[src/rtl/stop_pkg.sv]
package stop_pkg;

    localparam int MODE_W = 3;

    typedef enum logic [MODE_W-1:0] {
        MODE_RUN    = 3'd0,
        MODE_S3     = 3'd1,
        MODE_S3_REG = 3'd2,
        MODE_S3_DBG = 3'd3,
        MODE_S2     = 3'd4,
        MODE_S1     = 3'd5
    } stop_mode_e;

    typedef struct packed {
        logic stop_en;
        logic dbg_en;
        logic mon_en;
        logic mon_stop_en;
        logic pdc;
        logic ppdc;
    } stop_cfg_t;

    typedef struct packed {
        stop_mode_e mode;
        logic       clk_en;
        logic       early;
        logic       early_rst;
        logic       illegal;
        logic       exit_pend;
        logic       pend_rst;
        logic       exit_valid;
        logic       exit_rst;
    } ctrl_state_t;

endpackage

[src/rtl/stop_mode_decode.sv]
module stop_mode_decode
    import stop_pkg::*;
(
    input  stop_cfg_t  cfg_i,
    output stop_mode_e mode_o,
    output logic       illegal_o
);

    always_comb begin
        illegal_o = !cfg_i.stop_en;
        mode_o    = MODE_RUN;
        if (cfg_i.stop_en) begin
            if (cfg_i.dbg_en) begin
                mode_o = MODE_S3_DBG;
            end else if (cfg_i.mon_en && cfg_i.mon_stop_en) begin
                mode_o = MODE_S3_REG;
            end else if (!cfg_i.pdc) begin
                mode_o = MODE_S3;
            end else if (!cfg_i.ppdc) begin
                mode_o = MODE_S2;
            end else begin
                mode_o = MODE_S1;
            end
        end
    end

endmodule

[src/rtl/stop_wake_qual.sv]
module stop_wake_qual
    import stop_pkg::*;
#(
    parameter int NUM_WAKE = 5,
    parameter int IRQ_IDX  = 3
) (
    input  stop_mode_e          mode_i,
    input  logic [NUM_WAKE-1:0] wake_i,
    input  logic                ext_rst_i,
    output logic                wake_o,
    output logic                rst_type_o
);

    logic                retain;
    logic                mid;
    logic                deep;
    logic [NUM_WAKE-1:0] hit;

    assign retain = (mode_i == MODE_S3) || (mode_i == MODE_S3_REG) ||
                    (mode_i == MODE_S3_DBG);
    assign mid    = (mode_i == MODE_S2);
    assign deep   = mid || (mode_i == MODE_S1);

    for (genvar g = 0; g < NUM_WAKE; g++) begin : g_line
        localparam logic IS_IRQ = (g == IRQ_IDX);
        assign hit[g] = wake_i[g] & (retain | (mid & IS_IRQ));
    end

    assign wake_o     = ext_rst_i | (|hit);
    assign rst_type_o = ext_rst_i | (deep & (|hit));

endmodule

[src/rtl/stop_mode_ctrl.sv]
module stop_mode_ctrl
    import stop_pkg::*;
#(
    parameter int NUM_WAKE = 5,
    parameter int IRQ_IDX  = 3
) (
    input  logic                clk,
    input  logic                rst_n,
    input  logic                stop_strobe_i,
    input  logic                cfg_stop_en_i,
    input  logic                cfg_dbg_en_i,
    input  logic                cfg_mon_en_i,
    input  logic                cfg_mon_stop_en_i,
    input  logic                cfg_pdc_i,
    input  logic                cfg_ppdc_i,
    input  logic [NUM_WAKE-1:0] wake_i,
    input  logic                ext_rst_i,
    output logic [MODE_W-1:0]   mode_o,
    output logic                bus_clk_en_o,
    output logic                cpu_clk_en_o,
    output logic                reg_keep_on_o,
    output logic                dbg_clk_keep_o,
    output logic                illegal_rst_o,
    output logic                exit_valid_o,
    output logic                exit_reset_o
);

    stop_cfg_t   cfg;
    stop_mode_e  dec_mode;
    logic        dec_illegal;
    logic        early_wake;
    logic        early_rst;
    logic        live_wake;
    logic        live_rst;
    ctrl_state_t st_d;
    ctrl_state_t st_q;

    assign cfg = '{stop_en:     cfg_stop_en_i,
                   dbg_en:      cfg_dbg_en_i,
                   mon_en:      cfg_mon_en_i,
                   mon_stop_en: cfg_mon_stop_en_i,
                   pdc:         cfg_pdc_i,
                   ppdc:        cfg_ppdc_i};

    stop_mode_decode u_decode (
        .cfg_i     (cfg),
        .mode_o    (dec_mode),
        .illegal_o (dec_illegal)
    );

    // Wake qualified against the mode about to be entered (same-cycle wake)
    stop_wake_qual #(.NUM_WAKE(NUM_WAKE), .IRQ_IDX(IRQ_IDX)) u_wake_entry (
        .mode_i     (dec_mode),
        .wake_i     (wake_i),
        .ext_rst_i  (ext_rst_i),
        .wake_o     (early_wake),
        .rst_type_o (early_rst)
    );

    // Wake qualified against the mode currently held
    stop_wake_qual #(.NUM_WAKE(NUM_WAKE), .IRQ_IDX(IRQ_IDX)) u_wake_held (
        .mode_i     (st_q.mode),
        .wake_i     (wake_i),
        .ext_rst_i  (ext_rst_i),
        .wake_o     (live_wake),
        .rst_type_o (live_rst)
    );

    always_comb begin
        st_d            = st_q;
        st_d.illegal    = 1'b0;
        st_d.exit_valid = 1'b0;
        st_d.exit_rst   = 1'b0;

        // Second stage of the exit: clocks already running, now flag the cause
        if (st_q.exit_pend) begin
            st_d.exit_valid = 1'b1;
            st_d.exit_rst   = st_q.pend_rst;
            st_d.exit_pend  = 1'b0;
            st_d.pend_rst   = 1'b0;
        end

        if (st_q.mode == MODE_RUN) begin
            if (stop_strobe_i) begin
                if (dec_illegal) begin
                    st_d.illegal = 1'b1;
                end else begin
                    st_d.mode      = dec_mode;
                    st_d.clk_en    = 1'b0;
                    st_d.early     = early_wake;
                    st_d.early_rst = early_wake & early_rst;
                end
            end
        end else if (live_wake || st_q.early) begin
            st_d.mode      = MODE_RUN;
            st_d.clk_en    = 1'b1;
            st_d.early     = 1'b0;
            st_d.early_rst = 1'b0;
            st_d.exit_pend = 1'b1;
            st_d.pend_rst  = (live_wake & live_rst) | st_q.early_rst;
        end
    end

    always_ff @(posedge clk or negedge rst_n) begin
        if (!rst_n) begin
            st_q <= '{mode:       MODE_RUN,
                      clk_en:     1'b1,
                      early:      1'b0,
                      early_rst:  1'b0,
                      illegal:    1'b0,
                      exit_pend:  1'b0,
                      pend_rst:   1'b0,
                      exit_valid: 1'b0,
                      exit_rst:   1'b0};
        end else begin
            st_q <= st_d;
        end
    end

    assign mode_o         = st_q.mode;
    assign bus_clk_en_o   = st_q.clk_en;
    assign cpu_clk_en_o   = st_q.clk_en;
    assign reg_keep_on_o  = (st_q.mode == MODE_S3_REG);
    assign dbg_clk_keep_o = (st_q.mode == MODE_S3_DBG);
    assign illegal_rst_o  = st_q.illegal;
    assign exit_valid_o   = st_q.exit_valid;
    assign exit_reset_o   = st_q.exit_rst;

endmodule

[config.mk]
export PLATFORM = sky130hd
export DESIGN_NAME = stop_mode_ctrl
export DESIGN_NICKNAME = d
export VERILOG_FILES = /design/src/rtl/stop_pkg.sv /design/src/rtl/stop_mode_decode.sv /design/src/rtl/stop_wake_qual.sv /design/src/rtl/stop_mode_ctrl.sv
export SDC_FILE = /design/constraint.sdc
export NUM_CORES = 1
export LEC_CHECK = 0
export BUFFER_PORTS_ARGS = -buffer_cell sky130_fd_sc_hd__buf_2
export CAP_MARGIN = 10
export CORE_ASPECT_RATIO = 0.9
export CORE_MARGIN = 2
export CORE_UTILIZATION = 25
export DETAILED_ROUTE_END_ITERATION = 7
export GPL_TIMING_DRIVEN = 0
export PLACE_DENSITY = 0.51
export SLEW_MARGIN = 10
export SYNTH_ARGS = -nofsm -noshare
export SYNTH_HDL_FRONTEND = slang
export SYNTH_HIERARCHICAL = 1
export SYNTH_SLANG_ARGS = --single-unit
[constraint.sdc]
create_clock -name clk -period 2.9 [get_ports clk]
set_input_delay 0.435 -clock clk [delete_from_list [all_inputs] [get_ports clk]]
set_output_delay 0.435 -clock clk [all_outputs]
set_load 0.01 [all_outputs]
==> metrics.cfg, run 1 <==
[sta]
slew_viol_final = 0
hold_viol = 0
fin_skew_ns = 0.00153
setup_violations = 0
layout_min_cycle_time_ns = 1.62
max_freq_mhz = 617
tns_ns = 0
rsz0062_at_grt = no
slew_headroom_pct = 75.6
worst_pin_slew_ns = 0.366
finalCritPeriodShare_pct = 55.9

[routing]
avgViaCountPerCell = 4.51
detail_route.wl_per_cell_um = 10.8
wirelength_mm = 1.21
route.detailed.drc = 0
first_iter_violations = 5
antenna_left = 0
firstDrtPassIters = 3
vias = 505

[clock_tree]
cts_resized = 0
insertion_delay_ns = 0.26
cts_setup_buffers = 0
cts_made_buffers = 3
clock_sinks = 11
h-tree-depth = 1
clk_pin_slew_ns = 0.07
clockBufferDepth = 2
cts_hold_buf = 0
cts_tree = built
cts-root-buf = clkbuf_4

[worst_setup_path]
required_ns = 3.10
r2r_setup_slack_ns = 1.28
end_kind = register
critical_path_class = register to register
cp_max_fo = 7
startpoint_type = register
worstPathArrival_ns = 1.82

[floorplan]
initial_core_util_pct = 26.6
die_y_um = 50.0
row_count = 16
die_x_um = 55.1
dieArea_um2 = 2750
fp.coreArea_um2 = 2200
ios = 25

[synth]
yosysWarnings = 6
yosys_register_bits = 11
synthCells = 57
synth_nets = 72
synth.cell_area_um2 = 587
ys_types = 26
avgSynthCellArea_um2 = 10.3
ys_seq_area_share_pct = 47.1

[placement]
dp_cells = 108
detailed_place_hpwl_um = 999
gp_congestion = 0.711
io_buffer_count = 24

[layout]
antennaDiodeCount = 0
nFillCells = 253
drive_gt1_share_pct = 42.4
area_growth_pct = 30.7
layout_commonest_cell = buf_2
instances_no_fill = 112
final_cell_mix = 24 x buf_2, 10 x dfrtp_1, 7 x nor2_1
fin_nets = 101

[pwr]
cellLeakagePower_nw = 0.393
power_density_nw_per_um2 = 829
vdd_drop_max_mv = 0.370

[grt]
grt_pass1_wl_mm = 1.93
antenna_found_initial = 0
grt_usage_pct = 9.83
grt_pass1_vias = 469
grt_max_degree = 12
overflow = 0

[min_path]
hp-class = input pin to async pin

[run]
maxCapViolCount = 0

[outcome]
run_status = completed

[report_power, final]
group | internal (W) | total (W) | switching, W
Clock | 0.0000532 | 0.000101 | 0.0000479
Sequential | 0.000213 | 0.000271 | 0.0000574
Combinational | 0.000143 | 0.000264 | 0.000121
Total | 0.000409 | 0.000636 | 0.000227
[Yosys cell counts]
cell type   n  share of area [%]
inv_2       1               0.64
o21ai_0     1               0.85
inv_1       1               0.64
nand2_1     3                1.9
nand3b_1    1                1.3
a21oi_1     2                1.7
dfrtp_1    10                 43
a211oi_1    2                2.6
buf_4       4                5.1
mux2i_1     1                1.7
a32o_1      1                1.7
or2_1       2                2.1
nor3b_1     1                1.3
nand2b_1    1                1.1
nor3_2      1                1.7
and2_1      2                2.1
o32ai_4     1                4.7
and3_1      3                3.2
nor3_1      2                1.7
nor2_1      7                4.5
nor2b_1     2                2.1
dfstp_2     1                4.5
a21o_1      1                1.3
a21oi_2     1                1.5
a22o_1      3                4.5
a31o_1      2                3.0
[critical path: stages, from the launching register on]
cell     delay [ns]
dfrtp_1        0.51
nor2_1         0.10
a31o_1         0.24
or2_1          0.28
o32ai_4        0.20
inv_2          0.06
a21o_1         0.16
[per-layer routing]
layer / share of wire [%] / global-route usage (%) / up-vias
li1: - / - / 258
met1: 46 / 11.4 / 235
met2: 47 / 15.5 / 12
met3: 6.8 / 5.45 / 0
met4: 0 / 2.44 / 0
met5: 0 / 0 / -
[final timing paths]
| path | from | end | depth (start not counted) |
|---|---|---|---|
| min in group clk | st_q[3] | exit_valid_o | 0 |
| hold reg to reg | st_q[3] | exit_valid_o | 0 |
| max in group asynchronous | rst_n | bus_clk_en_o | 1 |
| setup / recovery | mode_o[1] | bus_clk_en_o | 6 |
| setup reg to reg | mode_o[1] | bus_clk_en_o | 6 |
| hold / removal | rst_n | st_q[3] | 1 |
[through the flow]
stage | hold WS, ns | instance area [µm²] | setup WS (ns) | utilization, % | total power [W]
floorplan | 0.139 | 587 | 1.29 | - | 0.000455
global placement | 0.308 | 741 | 1.09 | 33.6 | 0.000539
detailed placement | 0.313 | 741 | 1.08 | 33.6 | 0.000543
CTS | 0.0200 | 767 | 1.26 | 34.8 | 0.000649
global route | 0.0122 | 767 | 1.14 | 34.8 | 0.000698
finish | 0.0247 | 767 | 1.28 | 34.8 | 0.000636
[area by class of cell]
type	instances	area (µm²)	share of cell area, %
Multi-Input combinational cell	40	273	35.6
Sequential cell	11	277	36.1
Tap cell	27	33.8	4.40
Inverter	2	7.51	0.979
Clock buffer	4	26.3	3.43
Buffer	4	30.0	3.92
Timing Repair Buffer	24	120	15.7
[flip-flops by register name (all words and copies together) (netlist names)]
signal / flops
bus_clk_en_o: 1
mode_o: 3
st_q: 4
illegal_rst_o: 1
exit_reset_o: 1
exit_valid_o: 1
[cells by family (layout without fill, tap and decap cells)]
logic type | Yosys count | count (layout) | synth area share [%]
and+or+nand+nor | 25 | 25 | 23.0
DFF | 11 | 11 | 47.1
buffers and inverters | 6 | 34 | 6.40
AOI/OAI and AO/OA | 14 | 14 | 21.7
muxes | 1 | 1 | 1.71
Power figures use the tool's default switching activity.
==> inputs of run 2 (changes only) <==
clock period = 1.6 ns   (was 2.9 ns; I/O delays follow)
==> metrics.cfg, run 2 (synthesized netlist as in run 1, its figures left out) <==
[clock_tree]
cts-root-buf = clkbuf_4
cts_made_buffers = 3
insertion_delay_ns = 0.26
clk_pin_slew_ns = 0.07
cts_tree = built
clock_sinks = 11
h-tree-depth = 1
clockBufferDepth = 2

[pwr]
power_frac_clock_pct = 14.9
cellLeakagePower_nw = 0.420
vdd_drop_max_mv = 0.672
power.switching_w = 0.000424
pwr-share-comb_pct = 47.2
seq_power_share_pct = 38.0
intPower_w = 0.000806
power_density_nw_per_um2 = 1510
power_switching_share_pct = 34.5

[layout]
layout_commonest_cell = buf_2
final_cell_mix = 24 x buf_2, 9 x buf_4, 8 x dfrtp_1
area_growth_pct = 39.2
fin_nets = 107
nFillCells = 256
final_cell_area_um2 = 817
drive_gt1_share_pct = 47.3
largest_reg_flops = 4
regMostFlops = st_q
fin_util_pct = 37.1
antennaDiodeCount = 0

[placement]
placed_area_um2 = 741
gp_congestion = 0.711
detailed_place_hpwl_um = 999
io_buffer_count = 24

[sta]
rsz0062_at_grt = no
slew_viol_final = 0
layout_min_cycle_time_ns = 1.51
max_freq_mhz = 664
fin_skew_ns = 0.00153
hold_viol = 0
setup_violations = 0
worst_pin_slew_ns = 0.364
finalCritPeriodShare_pct = 94.2
slew_headroom_pct = 75.7

[routing]
first_iter_violations = 4
wirelength_mm = 1.24
firstDrtPassIters = 2
detail_route.wl_per_cell_um = 10.5
vias = 524
avgViaCountPerCell = 4.44
route.detailed.drc = 0
antenna_left = 0

[floorplan]
dieArea_um2 = 2750
row_count = 16
fp.coreArea_um2 = 2200
die_x_um = 55.1
ios = 25
initial_core_util_pct = 26.6
die_y_um = 50.0

[grt]
overflow = 0
grt_pass1_wl_mm = 1.95
grt_max_degree = 12
grt_usage_pct = 9.95
antenna_found_initial = 0
grt_pass1_vias = 470

[outcome]
run_status = completed

[min_path]
holdPathStages = 2
whs_endpoint = illegal_rst_o
hp-class = input pin to register
hp-start = stop_strobe_i

[worst_setup_path]
r2r_setup_slack_ns = 0.09
cp_max_fo = 8
end_kind = register
required_ns = 1.80
r2r-start = mode_o[2]
critical_path_class = register to register
worstPathArrival_ns = 1.71
r2r_end = bus_clk_en_o
startpoint_type = register
ff2ff_path_depth = 5

[run]
maxCapViolCount = 0

[run 2: changes by cell type in the layout (fill, tap and decap cells not counted), sizes merged]
cell / previous run / this run
dlygate4sd3: 0 / 1
buf: 28 / 33
[run 2: area by class of cell]
class	count	area [µm²]	area share, %
Timing Repair Buffer	30	168	20.5
Inverter	2	7.51	0.919
Tap cell	27	33.8	4.13
Clock buffer	4	26.3	3.22
Sequential cell	11	279	34.2
Multi-Input combinational cell	40	273	33.4
Buffer	4	30.0	3.68
[run 2: power by group through the flow]
| stage | clock (W) | combinational (W) | sequential, W |
|---|---|---|---|
| 3_3_place_gp | 0 | 0.000481 | 0.000496 |
| 4_1_cts | 0.000196 | 0.000490 | 0.000497 |
| 2_1_floorplan | 0 | 0.000329 | 0.000494 |
| 3_5_place_dp | 0 | 0.000486 | 0.000499 |
| 6_report | 0.000183 | 0.000580 | 0.000467 |
| 5_1_grt | 0.000219 | 0.000644 | 0.000484 |
[run 2: repair_timing]
action                                  in CTS  in global routing
hold buffers                                 1                  0
pin swaps                                    0                  0
gates resized for setup                      2                  0
endpoints found under the setup margin       6                  6
endpoints found under the hold margin       10                  0
setup buffers                                0                  5
[run 2: routing by layer]
| metal | global-route usage [%] | up-vias | share of wire (%) |
|---|---|---|---|
| met5 | 0 | - | 0 |
| met4 | 2.44 | 0 | 0 |
| met3 | 5.45 | 0 | 6.4 |
| met2 | 15.9 | 12 | 49 |
| met1 | 11.4 | 242 | 45 |
| li1 | - | 270 | - |
[run 2: per-stage QoR]
stage / hold WS, ns / worst slack [ns] / instances / power [W] / TNS [ns]
2_1_floorplan: -0.0556 / 0.140 / 57 / 0.000824 / 0
3_3_place_gp: 0.113 / -0.0168 / 108 / 0.000977 / -0.0210
3_5_place_dp: 0.118 / -0.0280 / 108 / 0.000985 / -0.0859
4_1_cts: 0.238 / 0.0540 / 113 / 0.00118 / 0
5_1_grt: 0.250 / 0.0157 / 118 / 0.00135 / 0
6_report: 0.242 / 0.0933 / 118 / 0.00123 / 0
[run 2: worst max-delay path, stage by stage, from the launching register on]
cell     delay [ns]
dfrtp_1        0.50
a31o_1         0.24
or2_1          0.28
o32ai_4        0.20
inv_2          0.06
a21o_1         0.16
[run 2: how the worst max path moves through the flow]
stage / startpoint / end / slack (ns) / cells past startpoint
after floorplan: mode_o[1] / bus_clk_en_o / 0.14 / 6
after global placement: cfg_mon_en_i / st_q[5] / -0.02 / 9
after detailed placement: mode_o[1] / bus_clk_en_o / -0.03 / 6
after CTS: mode_o[1] / bus_clk_en_o / 0.05 / 6
after global routing: mode_o[2] / bus_clk_en_o / 0.02 / 5
final: mode_o[2] / bus_clk_en_o / 0.09 / 5
==> inputs of run 3 (changes only) <==
clock period = 1.52 ns   (was 1.6 ns; I/O delays follow)
==> metrics.cfg, run 3 (synthesized netlist as in run 1, its figures left out) <==
[outcome]
run_status = completed

[routing]
firstDrtPassIters = 2
route.detailed.drc = 0
wirelength_mm = 1.23
detail_route.wl_per_cell_um = 10.6
first_iter_violations = 4
vias = 518
antenna_left = 0
avgViaCountPerCell = 4.47

[layout]
fin_nets = 105
nFillCells = 250
final_cell_mix = 24 x buf_2, 7 x nor2_1, 7 x buf_4, 7 x dfrtp_1
final_cell_area_um2 = 806
drive_gt1_share_pct = 48.3
area_growth_pct = 37.3
seq_area_um2 = 280
multi_input_area_um2 = 275
layout_commonest_cell = buf_2
largest_reg_flops = 4
instances_no_fill = 116
regMostFlops = st_q
antennaDiodeCount = 0

[placement]
gp_congestion = 0.711
io_buffer_count = 24
dp_cells = 108
detailed_place_hpwl_um = 999
placed_area_um2 = 741

[sta]
fin_skew_ns = 0.000805
layout_min_cycle_time_ns = 1.42
slew_viol_final = 0
rsz0062_at_grt = no
setup_violations = 0
max_freq_mhz = 702
finalCritPeriodShare_pct = 93.7
slew_headroom_pct = 75.7
hold_viol = 0
worst_pin_slew_ns = 0.364

[worst_setup_path]
r2r_setup_slack_ns = 0.1
required_ns = 1.72
worstPathArrival_ns = 1.62
cp-endpoint = bus_clk_en_o
cp_max_fo = 7
ff2ff_path_depth = 6
crit_start = mode_o[1]
r2r-start = mode_o[1]
r2r_end = bus_clk_en_o
end_kind = register
startpoint_type = register
critical_path_class = register to register

[pwr]
power_density_nw_per_um2 = 1580
vdd_drop_max_mv = 0.698
cellLeakagePower_nw = 0.410

[floorplan]
dieArea_um2 = 2750
ios = 25
row_count = 16
die_y_um = 50.0
die_x_um = 55.1
initial_core_util_pct = 26.6
fp.coreArea_um2 = 2200

[grt]
grt_pass1_wl_mm = 2.01
grt_max_degree = 12
overflow = 0
grt_pass1_vias = 489
antenna_found_initial = 0
grt_usage_pct = 10.3

[clock_tree]
clock_sinks = 11
insertion_delay_ns = 0.26
clockBufferDepth = 2
h-tree-depth = 1
cts_made_buffers = 3
cts-root-buf = clkbuf_4
clk_pin_slew_ns = 0.07
cts_tree = built

[run]
maxCapViolCount = 0

[min_path]
hp-class = input pin to register

[run 3: cell count changes in the layout (fill, tap and decap cells not counted)]
cell,previous run,this run
buf_4,9,7
dfrtp_1,8,7
dfrtp_2,2,3
or2_1,2,1
or2_4,0,1
[run 3: what timing repair did]
| action | in CTS | in global routing |
|---|---|---|
| hold buffers | 1 | 0 |
| buffers inserted | 2 | 1 |
| pin swaps | 0 | 1 |
| endpoints found under the setup margin | 7 | 6 |
| hold endpoints to repair | 10 | 0 |
| resized for setup | 2 | 2 |
[run 3: power breakdown]
part,leakage (nW),internal (W),switching [W]
combinational,0.256,0.000316,0.000288
sequential,0.138,0.000412,0.0000625
clock,0.0150,0.000102,0.0000927
[run 3: through the flow]
step                power, W  util [%]  setup TNS [ns]  hold slack [ns]  worst slack, ns
floorplan           0.000867         -               0          -0.0676           0.0596
finish               0.00127      36.6               0            0.231           0.0960
detailed placement   0.00104      33.6          -0.561            0.106           -0.108
global placement     0.00103      33.6          -0.427            0.101          -0.0848
global route         0.00140      36.6               0            0.238          0.00613
CTS                  0.00128      36.1               0            0.226         0.000599
[run 3: worst min path at each step]
stage / endpoint / start / cells after the start / slack (ns)
final: illegal_rst_o / stop_strobe_i / 2 / 0.23
after global routing: illegal_rst_o / stop_strobe_i / 2 / 0.24
after CTS: illegal_rst_o / stop_strobe_i / 2 / 0.23
after detailed placement: exit_valid_o / rst_n / 1 / 0.11
after global placement: exit_reset_o / rst_n / 1 / 0.10
after floorplan: exit_reset_o / rst_n / 0 / -0.07
[run 3: layout make-up]
cell class / count / share of cell area, %
Buffer: 4 / 3.73
Clock buffer: 4 / 3.26
Sequential cell: 11 / 34.8
Tap cell: 27 / 4.19
Multi-Input combinational cell: 40 / 34.2
Timing Repair Buffer: 28 / 18.9
Inverter: 2 / 0.932
[run 3: per-layer routing]
layer	global-route usage [%]	vias to the layer above	part of all wire, %
li1	-	266	-
met1	11.6	240	45
met2	16.7	12	48
met3	5.45	0	6.4
met4	2.44	0	0
met5	0	-	0
[run 3: critical path: stages, from the launching register on]
cell and delay [ns]:
dfrtp_2 0.37, nor2_1 0.06, a31o_1 0.23, or2_4 0.27
o32ai_4 0.22, inv_2 0.06, a21o_1 0.16
